$ cat config.mk
export PLATFORM = sky130hd
export DESIGN_NAME = operand_forward_unit
export DESIGN_NICKNAME = d
export VERILOG_FILES = /design/src/rtl/fwd_pkg.sv /design/src/rtl/fwd_match.sv /design/src/rtl/fwd_operand_sel.sv /design/src/rtl/fwd_load_guard.sv /design/src/rtl/operand_forward_unit.sv
export SDC_FILE = /design/constraint.sdc
export NUM_CORES = 1
export LEC_CHECK = 0
export ABC_AREA = 1
export BUFFER_PORTS_ARGS = -buffer_cell sky130_fd_sc_hd__buf_2
export CORE_AREA = 2 2 39 41
export DETAILED_ROUTE_END_ITERATION = 10
export DIE_AREA = 0 0 41 43
export PLACE_DENSITY = 0.82
export SYNTH_ARGS = -nofsm -noshare
export SYNTH_HDL_FRONTEND = slang
export SYNTH_HIERARCHICAL = 1
export SYNTH_SLANG_ARGS = --single-unit
$ cat constraint.sdc
create_clock -name vclk -period 1.3
set_clock_uncertainty 0.05 [all_clocks]
set_input_delay 0.26 -clock vclk [all_inputs]
set_output_delay 0.26 -clock vclk [all_outputs]
set_load 0.01 [all_outputs]
$ cat src/rtl/fwd_pkg.sv
package fwd_pkg;

  localparam int unsigned REG_AW = 5;

  typedef enum logic [1:0] {
    SRC_DECODE = 2'b00,
    SRC_MEM    = 2'b01,
    SRC_WB     = 2'b10
  } src_sel_e;

  typedef struct packed {
    logic [REG_AW-1:0] rd;
    logic              wr_en;
  } producer_t;

endpackage

$ cat src/rtl/fwd_match.sv
module fwd_match
  import fwd_pkg::*;
#(
  parameter int unsigned AW = REG_AW
) (
  input  logic [AW-1:0] src_i,
  input  logic [AW-1:0] rd_i,
  input  logic          wr_en_i,
  output logic          hit_o
);

  logic rd_nonzero;
  logic rd_equal;

  always_comb begin
    rd_nonzero = |rd_i;
    rd_equal   = (rd_i == src_i);
    hit_o      = wr_en_i && rd_nonzero && rd_equal;
  end

endmodule

$ cat src/rtl/fwd_operand_sel.sv
module fwd_operand_sel
  import fwd_pkg::*;
#(
  parameter int unsigned AW = REG_AW
) (
  input  logic [AW-1:0] src_i,
  input  producer_t     mem_i,
  input  producer_t     wb_i,
  output src_sel_e      sel_o,
  output logic          mem_hit_o
);

  logic mem_hit;
  logic wb_hit;

  fwd_match #(.AW(AW)) u_mem_match (
    .src_i   (src_i),
    .rd_i    (mem_i.rd),
    .wr_en_i (mem_i.wr_en),
    .hit_o   (mem_hit)
  );

  fwd_match #(.AW(AW)) u_wb_match (
    .src_i   (src_i),
    .rd_i    (wb_i.rd),
    .wr_en_i (wb_i.wr_en),
    .hit_o   (wb_hit)
  );

  // younger producer has priority
  always_comb begin
    sel_o = SRC_DECODE;
    if (mem_hit) begin
      sel_o = SRC_MEM;
    end else if (wb_hit) begin
      sel_o = SRC_WB;
    end
    mem_hit_o = mem_hit;
  end

endmodule

$ cat src/rtl/fwd_load_guard.sv
module fwd_load_guard #(
  parameter int unsigned NSRC = 2
) (
  input  logic [NSRC-1:0] mem_hit_i,
  input  logic            mem_is_load_i,
  output logic            stall_o
);

  always_comb begin
    stall_o = mem_is_load_i && (|mem_hit_i);
  end

endmodule

$ cat src/rtl/operand_forward_unit.sv
module operand_forward_unit
  import fwd_pkg::*;
#(
  parameter int unsigned AW = REG_AW
) (
  input  logic [AW-1:0] ex_src_a_i,
  input  logic [AW-1:0] ex_src_b_i,
  input  logic [AW-1:0] mem_rd_i,
  input  logic          mem_wr_en_i,
  input  logic          mem_is_load_i,
  input  logic [AW-1:0] wb_rd_i,
  input  logic          wb_wr_en_i,
  output logic [1:0]    src_a_sel_o,
  output logic [1:0]    src_b_sel_o,
  output logic          load_stall_o
);

  localparam int unsigned NSRC = 2;

  producer_t         mem_prod;
  producer_t         wb_prod;
  logic [AW-1:0]     src_vec [NSRC];
  src_sel_e          sel_vec [NSRC];
  logic [NSRC-1:0]   mem_hit_vec;

  always_comb begin
    mem_prod.rd    = mem_rd_i;
    mem_prod.wr_en = mem_wr_en_i;
    wb_prod.rd     = wb_rd_i;
    wb_prod.wr_en  = wb_wr_en_i;
    src_vec[0]     = ex_src_a_i;
    src_vec[1]     = ex_src_b_i;
  end

  for (genvar g = 0; g < NSRC; g++) begin : g_operand
    fwd_operand_sel #(.AW(AW)) u_sel (
      .src_i     (src_vec[g]),
      .mem_i     (mem_prod),
      .wb_i      (wb_prod),
      .sel_o     (sel_vec[g]),
      .mem_hit_o (mem_hit_vec[g])
    );
  end

  fwd_load_guard #(.NSRC(NSRC)) u_load_guard (
    .mem_hit_i     (mem_hit_vec),
    .mem_is_load_i (mem_is_load_i),
    .stall_o       (load_stall_o)
  );

  always_comb begin
    src_a_sel_o = sel_vec[0];
    src_b_sel_o = sel_vec[1];
  end

endmodule

==> flow_summary.html <==
<table>
<tr><th>Metric</th><th>Value</th></tr>
<tr><th colspan="2">Run status</th></tr>
<tr><td>Status</td><td>complete, but fails checks</td></tr>
<tr><td>Violated checks</td><td>negative setup slack</td></tr>
<tr><th colspan="2">Clock network</th></tr>
<tr><td>Post-CTS Repair Setup Buffers</td><td>0</td></tr>
<tr><td>Number of buffers inserted for hold repair after clock tree synthesis</td><td>0</td></tr>
<tr><th colspan="2">Run</th></tr>
<tr><td>Number of maximum-capacitance violations</td><td>0</td></tr>
<tr><th colspan="2">Logic synthesis</th></tr>
<tr><td>Synth Area in Adders</td><td>0%</td></tr>
<tr><td>Proportion of synthesized chip area in sequential cells</td><td>0%</td></tr>
<tr><td>Area share of xor/xnor cells in the synthesized design</td><td>0%</td></tr>
<tr><td>Post-Synthesis Mean Instance Area</td><td>approximately 4.1 sq um</td></tr>
<tr><td>Mapped Area</td><td>512 sq um</td></tr>
<tr><td>Synth Instances</td><td>between 100 and 150</td></tr>
<tr><td>Net Count, Synth</td><td>approximately 150</td></tr>
<tr><td>Combinational family with the most area after synthesis</td><td>simple AND/OR/NAND/NOR gates</td></tr>
<tr><td>Share of synthesized area spent on multiplexers</td><td>0%</td></tr>
<tr><td>Warning count from the yosys run</td><td>6</td></tr>
<tr><td>Number of different library cells in the post-synthesis netlist</td><td>8</td></tr>
<tr><td>Synth Area in Simple Gates</td><td>60.6%</td></tr>
<tr><td>Area fraction in compound gates after synthesis</td><td>under 10%</td></tr>
<tr><th colspan="2">Finish</th></tr>
<tr><td>Number of antenna diodes</td><td>0</td></tr>
<tr><td>Most frequent cells in the layout</td><td>41 x nand2_1, 25 x inv_1, 16 x buf_6</td></tr>
<tr><td>Post-synthesis to final-layout area growth</td><td>74.8%</td></tr>
<tr><td>Sequential cell count</td><td>0</td></tr>
<tr><td>Fillcell total</td><td>about 120</td></tr>
<tr><td>Sequential cell area in the final layout</td><td>0 sq um</td></tr>
<tr><td>Final Net Count</td><td>179</td></tr>
<tr><td># clk buffers</td><td>0</td></tr>
<tr><td>Leading cell type in the layout, fill and taps excluded</td><td>nand2_1</td></tr>
<tr><td>Core occupancy in the finished layout</td><td>roughly 65%</td></tr>
<tr><td>Layout cells sized above 1</td><td>roughly 44%</td></tr>
<tr><td>Final Non-Filler Cells</td><td>170</td></tr>
<tr><td>Total non-filler cell area in the finished layout</td><td>slightly below 900 sq um</td></tr>
<tr><th colspan="2">Placement</th></tr>
<tr><td>Post-detailed-placement cell area</td><td>slightly below 700 sq um</td></tr>
<tr><td>Placed wire-length estimate after detailed placement</td><td>approximately 1.2 mm</td></tr>
<tr><td>Count of placed standard cells including taps</td><td>170</td></tr>
<tr><td>Count of buffers from port buffering</td><td>28</td></tr>
<tr><td>Worst slack at placement</td><td>-0.204 ns</td></tr>
<tr><td>Last weighted congestion value of the routability-driven placer</td><td>0.801</td></tr>
<tr><th colspan="2">Global route</th></tr>
<tr><td>Number of global-route vias before repair</td><td>786</td></tr>
<tr><td>Initial antenna violation count</td><td>0</td></tr>
<tr><td>Maximum number of pins on one net before global-route repair</td><td>7</td></tr>
<tr><td>All-layer global routing usage</td><td>about 23%</td></tr>
<tr><td>Overall overflow remaining after global route</td><td>0</td></tr>
<tr><td>Wire length of the first global-routing pass</td><td>2.95 mm</td></tr>
<tr><th colspan="2">Floorplan</th></tr>
<tr><td>Horizontal die dimension</td><td>roughly 41 microns</td></tr>
<tr><td>Core box area</td><td>1380 sq um</td></tr>
<tr><td>Row count</td><td>14</td></tr>
<tr><td>Die height</td><td>43 microns</td></tr>
<tr><td>Starting density of the core</td><td>~37%</td></tr>
<tr><td>Total Die Area</td><td>~1800 sq um</td></tr>
<tr><td>Top-level port count</td><td>28</td></tr>
<tr><th colspan="2">Setup path</th></tr>
<tr><td>Sequence of cells on the critical path</td><td>buf_6 &gt; inv_1 &gt; nand2_1 &gt; nand2_1 &gt; nor2_2 &gt; nand3_2 &gt; nor2_2 &gt; buf_6 &gt; nor2_2 &gt; buf_2</td></tr>
<tr><td>Critical Setup Path Class</td><td>primary input to output port</td></tr>
<tr><td>Total buffers and inverters traversed by the critical path</td><td>4</td></tr>
<tr><td>Max Fanout on Critical Path</td><td>4</td></tr>
<tr><td>Most common cell on crit path</td><td>nor2_2</td></tr>
<tr><td>Cell with the largest stage delay on the worst path</td><td>nor2_2</td></tr>
<tr><td>Type of destination of the critical path</td><td>output port</td></tr>
<tr><td>Cell family with the largest share of critical-path delay</td><td>simple AND/OR/NAND/NOR gates</td></tr>
<tr><td>Worst Path Required</td><td>roughly 1 ns</td></tr>
<tr><td>CP Launch Type</td><td>primary input</td></tr>
<tr><td>Worst Path Arrival</td><td>1.11 ns</td></tr>
<tr><td>CP peak stage delay</td><td>~0.13 ns</td></tr>
<tr><th colspan="2">Power</th></tr>
<tr><td>P_leak</td><td>~0.56 nW</td></tr>
<tr><td>Maximum vdd ir drop</td><td>0.134 mV</td></tr>
<tr><td>Power after layout</td><td>about 0.26 mW</td></tr>
<tr><td>Power density over cell area</td><td>around 290 nW/um^2</td></tr>
<tr><th colspan="2">STA</th></tr>
<tr><td>Hold Fails Final Rpt</td><td>0</td></tr>
<tr><td>Worst Setup Slack, final</td><td>-0.122 ns</td></tr>
<tr><td>Final number of setup-violating endpoints</td><td>4</td></tr>
<tr><td>Maximum clock frequency</td><td>0.703 GHz</td></tr>
<tr><td>Slew at the pin closest to its max-slew limit</td><td>0.131 ns</td></tr>
<tr><td>Post-route fraction of the period consumed by the critical path</td><td>109%</td></tr>
<tr><td>Total count of max-transition violations in the final report</td><td>0</td></tr>
<tr><td>Unrepaired setup endpoints after global routing</td><td>yes</td></tr>
<tr><td>Shortest clock period the worst path allows after layout</td><td>1.42 ns</td></tr>
<tr><td>Setup Total Neg Slack</td><td>-0.318 ns</td></tr>
<tr><td>Worst relative slew slack</td><td>91.3%</td></tr>
<tr><td>Worst hold slack after final layout</td><td>0.762 ns</td></tr>
<tr><th colspan="2">Route</th></tr>
<tr><td>Total via count in the routed design</td><td>800</td></tr>
<tr><td>1st-pass router iterations</td><td>4</td></tr>
<tr><td>DRC errors left</td><td>0</td></tr>
<tr><td>Average detailed-routed wire length per instance</td><td>approximately 10 microns</td></tr>
<tr><td>Wire length reported by the detailed router</td><td>about 1.8 mm</td></tr>
<tr><td>Residual antenna-violating net count after detailed routing</td><td>0</td></tr>
<tr><td>Initial DRC count</td><td>21</td></tr>
<tr><td>Vias/cell</td><td>~4.7</td></tr>
<tr><th colspan="2">Worst hold path</th></tr>
<tr><td>Path type of the worst min-delay path</td><td>primary input to output port</td></tr>
</table>
cell usage after synthesis:
cell type	number	share of area, %
nand2_1	48	35
inv_1	39	29
nor2_1	14	10
nand3_1	8	7.8
nor2_2	6	7.3
a21oi_1	4	3.9
o21ai_1	4	3.9
buf_4	2	2.9
routing by layer:
| metal | vias up | share of wire, % | GRT usage, % |
|---|---|---|---|
| met3 | 6 | 4.1 | 1.57 |
| met4 | 0 | 2.2 | 8.00 |
| met5 | - | 0 | 0 |
| met2 | 23 | 57 | 41.6 |
| met1 | 361 | 37 | 25.0 |
| li1 | 410 | - | - |
report_power, final:
part | switching, mW | internal (mW) | leakage, nW | total (mW)
sequential | 0 | 0 | 0 | 0
clock | 0 | 0 | 0 | 0
combinational | 0.127 | 0.129 | 0.564 | 0.255
cell families after synthesis:
group / Yosys count
compound gates: 8
simple gates: 76
buf+inv: 41
area by class of cell:
class	instances	area (sq um)	area share [%]
repair buffers	31	318	35.5
inverters	39	151	16.9
multi-input cells	84	405	45.3
well taps	16	20.0	2.24
what timing repair did:
action                                  CTS  global route
endpoints found under the setup margin    5             5
resized for setup                        52            18
pin swaps                                22            18
worst paths after layout:
kind	startpoint	end	slack, ns	cells past startpoint
worst max-delay path	ex_src_a_i[3]	src_a_sel_o[1]	-0.12	10
worst min-delay path	mem_is_load_i	load_stall_o	0.76	4
(Power assumes the default switching activity.)
